[src/rtl/nmi_wake_pkg.sv]
// Package: shared types and constants for the NMI wake controller.
// Assumes: single always-on clock domain for all logic in the block.
package nmi_wake_pkg;
    // Edge polarity select encoding.
    typedef enum logic {
        POL_FALL = 1'b0,
        POL_RISE = 1'b1
    } nmi_pol_e;

    // Index of each standby mode in the wake vector.
    localparam int unsigned WK_LIGHT = 0;
    localparam int unsigned WK_DEEP  = 1;
    localparam int unsigned WK_MODES = 2;
endpackage

[src/rtl/nmi_sync.sv]
// Module: nmi_sync
// Brings the asynchronous pin into the clock domain through a chain of
// STAGES flops. Assumes the chain runs on the always-on clock, so it keeps
// sampling while the main clock is stopped.
module nmi_sync #(
    parameter int unsigned STAGES  = 2,
    parameter logic        RST_VAL = 1'b1
) (
    input  logic clk,
    input  logic rst_n,
    input  logic din,
    output logic dout
);
    logic [STAGES-1:0] chain_q;

    genvar g;
    generate
        for (g = 0; g < STAGES; g++) begin : g_stage
            if (g == 0) begin : g_first
                // First stage: capture the raw pin.
                always_ff @(posedge clk) begin
                    if (!rst_n) chain_q[g] <= RST_VAL;
                    else        chain_q[g] <= din;
                end
            end else begin : g_next
                // Later stages: shift the previous stage along.
                always_ff @(posedge clk) begin
                    if (!rst_n) chain_q[g] <= RST_VAL;
                    else        chain_q[g] <= chain_q[g-1];
                end
            end
        end
    endgenerate

    assign dout = chain_q[STAGES-1];
endmodule

[src/rtl/nmi_edge_det.sv]
// Module: nmi_edge_det
// Compares the synchronized pin with a reference level. The reference
// follows the pin only while detection is live, so a level that changed
// while detection was frozen appears as an edge once it is live again.
// Assumes live is high whenever the main clock runs.
module nmi_edge_det
    import nmi_wake_pkg::*;
#(
    parameter logic IDLE_LEVEL = 1'b1
) (
    input  logic     clk,
    input  logic     rst_n,
    input  logic     pin_s,
    input  nmi_pol_e pol,
    input  logic     live,
    output logic     pend,
    output logic     edge_evt
);
    logic ref_q;

    // Pending: the pin differs from the reference in the selected direction.
    always_comb begin
        if (pol == POL_RISE) pend = pin_s & ~ref_q;
        else                 pend = ~pin_s & ref_q;
    end

    assign edge_evt = pend & live;

    // Reference level: follow the pin while live, hold while frozen.
    always_ff @(posedge clk) begin
        if (!rst_n)    ref_q <= IDLE_LEVEL;
        else if (live) ref_q <= pin_s;
    end

    AST_REF_FROZEN: assert property (@(posedge clk) disable iff (!rst_n)
        !live |=> $stable(ref_q));
endmodule

[src/rtl/nmi_flag_mask.sv]
// Module: nmi_flag_mask
// Holds the edge flag (set on event, write-one-to-clear, set wins) and
// the mask register (reset value 1). Assumes software checks that the flag
// is clear before it writes 0 to the mask.
module nmi_flag_mask (
    input  logic clk,
    input  logic rst_n,
    input  logic edge_evt,
    input  logic flag_clr,
    input  logic mask_we,
    input  logic mask_wd,
    output logic flag_q,
    output logic mask_q
);
    // Flag register: a set takes priority over a clear.
    always_ff @(posedge clk) begin
        if (!rst_n)        flag_q <= 1'b0;
        else if (edge_evt) flag_q <= 1'b1;
        else if (flag_clr) flag_q <= 1'b0;
    end

    // Mask register: loaded by write strobe, masked after reset.
    always_ff @(posedge clk) begin
        if (!rst_n)       mask_q <= 1'b1;
        else if (mask_we) mask_q <= mask_wd;
    end

    AST_SET_WINS: assert property (@(posedge clk) disable iff (!rst_n)
        edge_evt |=> flag_q);
    AST_CLR_WORKS: assert property (@(posedge clk) disable iff (!rst_n)
        (flag_clr && !edge_evt) |=> !flag_q);
    AST_MASK_LOAD: assert property (@(posedge clk) disable iff (!rst_n)
        mask_we |=> (mask_q == $past(mask_wd)));
endmodule

[src/rtl/nmi_wake_gen.sv]
// Module: nmi_wake_gen
// One sticky wake request per standby mode. Light standby is armed only
// while the mask is 0; deep standby is always armed. A request clears when
// its standby indicator drops. Assumes the standby indicators are stable
// for the whole standby period.
module nmi_wake_gen
    import nmi_wake_pkg::*;
(
    input  logic                clk,
    input  logic                rst_n,
    input  logic                pend,
    input  logic                mask_q,
    input  logic [WK_MODES-1:0] stby,
    output logic [WK_MODES-1:0] wake_q
);
    logic [WK_MODES-1:0] arm;

    // Arming per mode: light follows the mask, deep ignores it.
    always_comb begin
        arm           = '1;
        arm[WK_LIGHT] = ~mask_q;
    end

    genvar m;
    generate
        for (m = 0; m < WK_MODES; m++) begin : g_mode
            // Sticky wake: set by an armed pending edge in standby.
            always_ff @(posedge clk) begin
                if (!rst_n || !stby[m]) wake_q[m] <= 1'b0;
                else if (arm[m] && pend) wake_q[m] <= 1'b1;
            end

            AST_WAKE_HOLD: assert property (@(posedge clk) disable iff (!rst_n)
                (stby[m] && wake_q[m]) |=> wake_q[m]);
        end
    endgenerate

    AST_NO_MASKED_WAKE: assert property (@(posedge clk) disable iff (!rst_n)
        (mask_q && !wake_q[WK_LIGHT]) |=> !wake_q[WK_LIGHT]);
    AST_DEEP_WAKE: assert property (@(posedge clk) disable iff (!rst_n)
        (stby[WK_DEEP] && pend) |=> wake_q[WK_DEEP]);
endmodule

[src/rtl/nmi_wake_ctl.sv]
// Module: nmi_wake_ctl (top)
// NMI edge detection with a latched flag, a mask gating the request, and
// wake requests for light and deep standby. Assumes clk is an always-on
// clock and clk_run reports whether the main clock is running.
module nmi_wake_ctl
    import nmi_wake_pkg::*;
#(
    parameter int unsigned SYNC_STAGES = 2,
    parameter logic        IDLE_LEVEL  = 1'b1
) (
    input  logic clk,
    input  logic rst_n,
    input  logic nmi_pin,
    input  logic edge_rise,
    input  logic mask_we,
    input  logic mask_wd,
    input  logic flag_clr,
    input  logic stby_light,
    input  logic stby_deep,
    input  logic clk_run,
    output logic nmi_req,
    output logic nmi_flag,
    output logic nmi_mask,
    output logic wake_light,
    output logic wake_deep
);
    logic                pin_s;
    logic                pend;
    logic                edge_evt;
    logic                live;
    logic                flag_q;
    logic                mask_q;
    logic [WK_MODES-1:0] stby_vec;
    logic [WK_MODES-1:0] wake_vec;
    nmi_pol_e            pol;

    assign pol = nmi_pol_e'(edge_rise);

    // Detection is live with the clock running, when unmasked, or in deep standby.
    assign live = clk_run | ~mask_q | stby_deep;

    assign stby_vec[WK_LIGHT] = stby_light;
    assign stby_vec[WK_DEEP]  = stby_deep;

    nmi_sync #(
        .STAGES  (SYNC_STAGES),
        .RST_VAL (IDLE_LEVEL)
    ) u_sync (
        .clk   (clk),
        .rst_n (rst_n),
        .din   (nmi_pin),
        .dout  (pin_s)
    );

    nmi_edge_det #(
        .IDLE_LEVEL (IDLE_LEVEL)
    ) u_edge (
        .clk      (clk),
        .rst_n    (rst_n),
        .pin_s    (pin_s),
        .pol      (pol),
        .live     (live),
        .pend     (pend),
        .edge_evt (edge_evt)
    );

    nmi_flag_mask u_regs (
        .clk      (clk),
        .rst_n    (rst_n),
        .edge_evt (edge_evt),
        .flag_clr (flag_clr),
        .mask_we  (mask_we),
        .mask_wd  (mask_wd),
        .flag_q   (flag_q),
        .mask_q   (mask_q)
    );

    nmi_wake_gen u_wake (
        .clk    (clk),
        .rst_n  (rst_n),
        .pend   (pend),
        .mask_q (mask_q),
        .stby   (stby_vec),
        .wake_q (wake_vec)
    );

    assign nmi_flag   = flag_q;
    assign nmi_mask   = mask_q;
    assign nmi_req    = flag_q & ~mask_q;
    assign wake_light = wake_vec[WK_LIGHT];
    assign wake_deep  = wake_vec[WK_DEEP];
endmodule

[config.mk]
export PLATFORM = sky130hd
export DESIGN_NAME = nmi_wake_ctl
export DESIGN_NICKNAME = d
export VERILOG_FILES = /design/src/rtl/nmi_wake_pkg.sv /design/src/rtl/nmi_sync.sv /design/src/rtl/nmi_edge_det.sv /design/src/rtl/nmi_flag_mask.sv /design/src/rtl/nmi_wake_gen.sv /design/src/rtl/nmi_wake_ctl.sv
export SDC_FILE = /design/constraint.sdc
export NUM_CORES = 1
export LEC_CHECK = 0
export ABC_AREA = 1
export ABC_CLOCK_PERIOD_IN_PS = 1050
export CAP_MARGIN = 0
export CORE_AREA = 2 2 39 41
export DETAILED_ROUTE_END_ITERATION = 12
export DIE_AREA = 0 0 41 43
export PLACE_DENSITY = 0.61
export SYNTH_ARGS = -nofsm -noshare
export SYNTH_HDL_FRONTEND = slang
export SYNTH_HIERARCHICAL = 1
export SYNTH_SLANG_ARGS = --single-unit
[constraint.sdc]
create_clock -name clk -period 1.05 [get_ports clk]
set_input_delay 0.315 -clock clk [delete_from_list [all_inputs] [get_ports clk]]
set_output_delay 0.315 -clock clk [all_outputs]
set_load 0.05 [all_outputs]
# Yosys cells after proc, flatten, opt, wreduce, memory -nomap -nowiden
# Index checks and enable logic that the tools add are counted.
# word_totals
latch_bits	0
mem_bits_rw	0
reg_bits	7
memories	0
input_bits	10
romBits	0
elab_cells	26
# classes
n_addsub	0
n_bitwise	9
order_cmp	0
muxes	3
n_reduce_logical	7
multipliers	0
n_shift	0
eq_ne	0
div	0
# ops
operator	count
$and 1x1->1	4
$logic_not 1->1	3
$mux 1	3
$not 1->1	3
$logic_or 1x1->1	2
$or 1x1->1	2
$reduce_bool 2->1	1
$logic_and 1x1->1	1

# Logic depth before layout (Yosys ltp)
# Gate-level depths: netlist of run 1.
# depth
ltp_word	5
ltp_mapped	6
ltp_nobuf	6

# Hierarchy
# The synthesis of run 1 kept the hierarchy.
# modules_own_cells
mod	area_per_inst_um2	cells_per_inst	seq_area_each_um2	n_inst
nmi_flag_mask	80.1	11	40.0	1
nmi_wake_gen	75.1	10	40.0	1
nmi_edge_det	73.8	11	20.0	1
nmi_sync	55.1	6	40.0	1
nmi_wake_ctl	20.0	5	0.0	1

# Worst setup path after synthesis of run 1
# No wires, ideal clock.
# synth_timing
path_kind	reg-to-output
start	reg u_regs.flag_q
end	out nmi_req
stages_incl_launch_ff	3
n_path_buf	0
arrival_time_ns	1.364
path_slack_ns	-0.629
cell_sequence	dfxtp_1 > inv_1 > nor2_1
# synth_via
elab_chain_cells	1
# synth_lines
item	line_no	source
start: declaration	nmi_flag_mask.sv:12	output logic flag_q,
start signal: assignment	nmi_flag_mask.sv:17	if (!rst_n) flag_q <= 1'b0;
start signal: assignment	nmi_flag_mask.sv:18	else if (edge_evt) flag_q <= 1'b1;
start signal: assignment	nmi_flag_mask.sv:19	else if (flag_clr) flag_q <= 1'b0;
$and 1x1->1	nmi_wake_ctl.sv:89	assign nmi_req = flag_q & ~mask_q;
end: declaration	nmi_wake_ctl.sv:21	output logic nmi_req,
# Every way passes these cells.

# Final worst setup path of run 1
# Same ends and word-level chain as after synthesis.

==> results.txt, run 1 <==
----------------------------------------------------
[Status]
  Status ... finished, violations left
  Failing checks ... setup timing

[Synthesis]
  Warning count from the yosys run ... 6
  Share of the synthesized area in the top cell type ... a little under half
  Distinct cell type count of the synthesized netlist ... 8
  Flip-flop cell with the highest count after synthesis ... sky130_fd_sc_hd__dfxtp_1
  Cell area after technology mapping ... 304 um2
  Avg Inst Size Synth ... 7.07 um2
  Sequential share of the synthesized area ... 46.1%
  Total nets after synthesis ... 53
  Instance count of the mapped netlist ... 43
  Most numerous cell types in the synthesized netlist ... sky130_fd_sc_hd__inv_1 (15), sky130_fd_sc_hd__nand2_1 (10), sky130_fd_sc_hd__dfxtp_1 (7)
  Largest area contributor in the synthesized netlist ... sky130_fd_sc_hd__dfxtp_1
  Cells taking the most area after synthesis ... sky130_fd_sc_hd__dfxtp_1 (46%), sky130_fd_sc_hd__inv_1 (19%), sky130_fd_sc_hd__nand2_1 (12%), sky130_fd_sc_hd__a21oi_2 (8.6%), sky130_fd_sc_hd__nand3_1 (4.9%)
  Flop and latch count out of synthesis ... 7
  FFs w/ async S/R, synth ... 0%
  Leading cell type by number of instances after synthesis ... sky130_fd_sc_hd__inv_1
  Number of enable-type register cells in the synthesized netlist ... 0

[Timing]
  Measured slew at the worst slew-check pin ... 0.262 ns
  Highest Clock Rate ... 851 MHz
  Worst slew margin ... a little over 80%
  RSZ-0062 raised after global routing ... true
  Setup slack of the critical path after layout ... -0.126 ns
  Number of pins with negative max-slew slack in the final report ... 0
  Period Utilization, post-route ... 112%
  Final Hold Violating Endpoints ... 0
  Setup clock skew after layout ... 0.00337 ns
  Min cycle time layout ... between 1 and 1.5 ns
  Final Setup Violations ... 4

[Clock tree]
  Total number of clock tree sinks ... 7
  Buffer levels on the longest clock path ... 2
  Inserted Clock Buffers ... 3
  Clock-pin slew on the worst setup and hold paths ... 0.05 ns
  Clock latency at the later pin of the worst-skew pair ... 0.25 ns
  Clock tree from TritonCTS ... done
  Quantity of hold-fixing buffers added after cts ... 0
  H-tree depth reported by CTS ... 1
  Clock root buffer ... sky130_fd_sc_hd__clkbuf_4

[Worst setup path]
  Critical path fanouts, max ... 2
  Kind of cell with the highest combined delay on the critical path ... flip-flops
  Kind of end point of the critical path ... output pin
  Kind of launch point of the worst setup path ... flip-flop
  CP Data Arrival Time ... around 0.86 ns
  Delay contributed by the slowest stage of the critical path ... 0.32 ns
  Slowest cell on the critical path ... sky130_fd_sc_hd__dfxtp_2
  Startpoint of the worst register-to-register path ... u_regs/mask_q
  Worst-path cell chain ... inv_2, nor2_4, buf_12
  Worst path buffer plus inverter count ... 2
  Worst reg-to-reg setup slack ... ~0.080 ns
  Start-to-end type of the worst setup path ... reg2out
  CP required ... 0.73 ns
  Crit path launch ... u_regs/flag_q

[Routing]
  Count of vias placed by the detailed router ... ~300
  Routed wire per std cell ... between 7 and 8 um
  Drt drc ... 0
  Detailed Routing Iterations Pass 1 ... 1
  Routed vias/inst ... 3.74
  Number of violations reported at the end of detailed-routing iteration 0 ... 0
  Total Routed Length ... 590 um
  Routed Antenna Nets ... 0

[Global routing]
  Remaining global-route overflow ... 0
  Gr usage total ... 9.07%
  Maximum number of pins on one net before global-route repair ... 8
  Global-route wire length before repair ... 1080 um
  Number of global-route vias before repair ... 281
  Antenna violations before repair ... 0

[Die]
  Effective utilization at floorplan ... 22.0%
  Die extent in y ... 43 um
  Row Count ... 14
  Core area ... 1380 um2
  I/O pins ... 15
  Overall die width ... 41 um
  Area of the die ... about 1800 um2

[Hold path]
  Hold_sp ... stby_deep
  Classification of the worst-slack hold path ... in2reg

[Place]
  Number of placed instances with taps included ... 75
  Place WS ... -0.276 ns
  GP Congestion ... just under 0.7
  DP Wirelength ... roughly 460 um
  I/O Buffers ... 14

[Cells and area]
  Layout Area Growth over Synthesis ... 93.0%
  Share of layout cells above drive strength 1 ... 35.9%
  Net count reported at finish ... 75
  Final instance count without filler cells ... 80
  Ant diodes ... 0

[Flow run]
  Max-capacitance violation count ... 0

[Pwr]
  Worst supply voltage drop on vdd ... approximately 0.54 mV
  Cell area power density ... about 1100 nW/um2
  Leak Pwr ... 0.309 nW
  Total power ... 0.662 mW

----------------------------------------------------
sequential cells by signal, summed over array words and instances (netlist names):
| register | count |
|---|---|
| u_regs/mask_q | 1 |
| u_regs/flag_q | 1 |
| u_sync/dout | 1 |
| u_sync/chain_q | 1 |
| u_wake/wake_q | 2 |
| u_edge/ref_q | 1 |
where the power goes:
group	internal (mW)	switching (mW)
Sequential	0.278	0.0107
Clock	0.145	0.0980
Combinational	0.0718	0.0591
what timing repair did:
item,4_1_cts,5_1_grt
endpoints found under the setup margin,8,7
pin swaps,1,1
cloned,0,0
resized for setup,6,3
setup buffers,1,0
hold endpoints to repair,0,0
stage by stage:
step	area [um2]	hold WS (ns)	setup TNS [ns]	utilization, %
finish	587	0.319	-0.263	42.4
global route	587	0.321	-0.382	42.4
floorplan	314	0.380	-0.130	-
CTS	582	0.395	-0.316	42.0
detailed placement	539	0.385	-1.40	39.0
global placement	539	0.385	-1.27	39.0
per-layer routing:
metal | routed length [um] | vias up | track usage (%)
met1 | 236 | 125 | 11.4
met3 | 38 | 2 | 2.09
met2 | 293 | 8 | 12.2
li1 | - | 164 | -
met5 | 0 | - | 0
met4 | 21 | 0 | 8.00
cell type report:
type / instances / area [um2]
fill: 148 / 797
timing repair buffer: 17 / 216
sequential: 7 / 148
multi-input combinational: 21 / 120
inverter: 15 / 56.3
clock buffer: 4 / 26.3
tap: 16 / 20.0
worst paths after layout:
path,endpoint,depth (start not counted)
setup / recovery,nmi_req,3
hold / removal,u_wake/wake_q[1],3
setup reg to reg,u_edge/ref_q,5
hold reg to reg,u_sync/dout,2
cell families (layout without fill, tap and decap cells):
logic type,count (synthesis),after routing,share of synthesized area [%]
and+or+nand+nor,17,17,24.3
buffers and inverters,15,36,18.5
AOI/OAI and AO/OA,4,4,11.1
DFF,7,7,46.1
tightest hold or removal path, stage by stage:
cell	delay [ns]
sky130_fd_sc_hd__dlymetal6s2s_1	0.13
sky130_fd_sc_hd__nand2_1	0.05
sky130_fd_sc_hd__nor2_1	0.04
layout by cell type (no fill, tap or decap), types with 3 or more instances in the layout:
master                            count
sky130_fd_sc_hd__inv_1               13
sky130_fd_sc_hd__dfxtp_1              3
sky130_fd_sc_hd__dfxtp_2              3
sky130_fd_sc_hd__nand2_1             10
sky130_fd_sc_hd__buf_12               5
sky130_fd_sc_hd__clkdlybuf4s50_1      6
sky130_fd_sc_hd__a21oi_2              3
sky130_fd_sc_hd__buf_4                3
sky130_fd_sc_hd__clkbuf_4             3
Power figures use the tool's default switching activity.
==> inputs of run 2 (changes only) <==
PLACE_DENSITY = unset   (was 0.61)
PLACE_DENSITY_LB_ADDON = 0.1   (was unset)
SLEW_MARGIN = 20   (was unset)
==> results.txt, run 2 (same netlist as run 1, synthesis figures left out) <==
----------------------------------------------------
[Routing]
  Total Routed Length ... between 600 and 700 um
  Detailed Routing Iterations Pass 1 ... 4
  Routed Antenna Nets ... 0
  Drt drc ... 0
  Routed vias/inst ... between 3 and 4
  Number of violations reported at the end of detailed-routing iteration 0 ... 4
  Count of vias placed by the detailed router ... 292
  Routed wire per std cell ... 8.10 um

[Global routing]
  Number of global-route vias before repair ... around 280
  GR met2 Demand/Resource ... 10.9%
  GR peak layer ... met1
  Met3 track demand over resource ... under 10%
  Maximum number of pins on one net before global-route repair ... 8
  Antenna violations before repair ... 0
  Global-route wire length before repair ... 1090 um
  Met1 demand-to-capacity share in global routing ... between 10 and 15%
  Gr usage total ... under 10%
  Remaining global-route overflow ... 0

[Cells and area]
  Net count reported at finish ... 75
  Share of layout cells above drive strength 1 ... 35.9%
  Flip-flop count of the largest register after layout ... 2
  Ant diodes ... 0
  Register with the highest flop count ... u_wake/wake_q
  FF+latch area ... ~150 um2
  Final instance count without filler cells ... 80
  Commonest cells after routing, fill and taps aside ... sky130_fd_sc_hd__inv_1 (14), sky130_fd_sc_hd__nand2_1 (10), sky130_fd_sc_hd__clkdlybuf4s50_1 (6), sky130_fd_sc_hd__buf_12 (5)
  Filler Cell Count ... approximately 150
  Most common cell after layout, fill and taps aside ... sky130_fd_sc_hd__inv_1
  Layout Area Growth over Synthesis ... 94.2%
  Multi-input gate area ... 125 um2

[Worst setup path]
  Startpoint of the worst register-to-register path ... u_regs/mask_q
  CP required ... 0.73 ns
  Worst reg-to-reg setup slack ... 0.09 ns
  CP Data Arrival Time ... just under 0.9 ns
  Critical path fanouts, max ... 4
  Capture instance of the worst register-to-register path ... u_edge/ref_q
  Number of cells on the worst reg-to-reg path ... 5
  Start-to-end type of the worst setup path ... reg2out
  Crit path launch ... u_regs/mask_q
  Kind of end point of the critical path ... output pin
  Kind of launch point of the worst setup path ... flip-flop

[Place]
  GP Congestion ... 0.706
  I/O Buffers ... 14
  DP Wirelength ... 471 um
  Number of placed instances with taps included ... 74

[Pwr]
  Worst supply voltage drop on vdd ... 0.363 mV
  Cell area power density ... 1110 nW/um2
  Leak Pwr ... 0.303 nW

[Clock tree]
  Quantity of hold-fixing buffers added after cts ... 0
  Clock tree from TritonCTS ... done
  Inserted Clock Buffers ... 3
  Total number of clock tree sinks ... 7
  Clock latency at the later pin of the worst-skew pair ... 0.24 ns
  Clock root buffer ... sky130_fd_sc_hd__clkbuf_4
  H-tree depth reported by CTS ... 1
  Buffer levels on the longest clock path ... 2
  Clock-pin slew on the worst setup and hold paths ... 0.05 ns

[Die]
  Core area ... 1380 um2
  Overall die width ... 41 um
  Effective utilization at floorplan ... 22.0%
  Area of the die ... 1760 um2
  I/O pins ... 15
  Row Count ... 14
  Die extent in y ... 43 um

[Timing]
  Period Utilization, post-route ... 112%
  Worst slew margin ... 83.4%
  Min cycle time layout ... 1.18 ns
  Highest Clock Rate ... around 850 MHz
  Hold_ws ... 0.401 ns
  Setup clock skew after layout ... approximately 0.00017 ns
  Final Hold Violating Endpoints ... 0
  Final Setup Violations ... 5
  Measured slew at the worst slew-check pin ... ~0.25 ns
  Setup slack of the critical path after layout ... -0.131 ns
  RSZ-0062 raised after global routing ... true
  Number of pins with negative max-slew slack in the final report ... 0

[Status]
  Status ... finished, violations left
  Failing checks ... setup timing

[Hold path]
  Worst-case hold path end point ... u_sync/dout
  Hold_sp ... u_sync/chain_q[0]
  Classification of the worst-slack hold path ... reg2reg
  Worst hold path stage count ... 2

[Flow run]
  Max-capacitance violation count ... 0

----------------------------------------------------
[run 2: cell types whose count changed in the layout (fill, tap and decap cells not counted), sizes merged]
cell	change
dlygate4sd2	+1
dlymetal6s2s	-1
[run 2: area by class of cell]
| class | count | area share, % |
|---|---|---|
| Timing Repair Buffer | 17 | 36.0 |
| Multi-Input combinational cell | 21 | 21.2 |
| Clock buffer | 4 | 4.45 |
| Sequential cell | 7 | 25.4 |
| Inverter | 15 | 9.53 |
| Tap cell | 16 | 3.39 |
[run 2: how the worst max path moves through the flow]
stage / end / slack [ns] / cells past startpoint
6_report: nmi_req / -0.13 / 2
5_1_grt: nmi_req / -0.17 / 2
4_1_cts: nmi_req / -0.14 / 3
3_5_place_dp: u_regs/flag_q / -0.29 / 7
3_3_place_gp: u_regs/flag_q / -0.29 / 7
2_1_floorplan: nmi_req / -0.13 / 2
[run 2: timing repair]
action | CTS | global route
endpoints found under the setup margin | 6 | 6
setup buffers | 2 | 0
gates resized for setup | 8 | 2
pin swaps | 2 | 1
[run 2: stage by stage]
step / area [um2] / total power, mW / utilization [%] / TNS (ns) / setup slack, ns
3_5_place_dp: 532 / 0.421 / 38.4 / -1.29 / -0.285
5_1_grt: 591 / 0.693 / 42.7 / -0.412 / -0.168
2_1_floorplan: 314 / 0.346 / - / -0.130 / -0.130
3_3_place_gp: 532 / 0.421 / 38.4 / -1.34 / -0.286
6_report: 591 / 0.655 / 42.7 / -0.262 / -0.131
4_1_cts: 586 / 0.671 / 42.3 / -0.318 / -0.140
[run 2: where the power goes]
group | internal [mW] | total (mW) | switching (mW) | leakage, nW
Combinational | 0.0711 | 0.131 | 0.0598 | 0.229
Sequential | 0.275 | 0.287 | 0.0113 | 0.0593
Clock | 0.145 | 0.238 | 0.0933 | 0.0150
Total | 0.491 | 0.655 | 0.164 | 0.303
[run 2: layer usage]
layer / wire length [um] / vias to the layer above / share of wire [%]
met5: 0 / - / 0
met4: 0 / 0 / 0
met3: 60 / 0 / 9.3
met2: 262 / 11 / 40
met1: 325 / 117 / 50
li1: - / 164 / -
[run 2: critical path, stage by stage, from the launching register on]
cell and delay (ns):
sky130_fd_sc_hd__dfxtp_4 0.36, sky130_fd_sc_hd__nor2_4 0.12, sky130_fd_sc_hd__buf_12 0.14
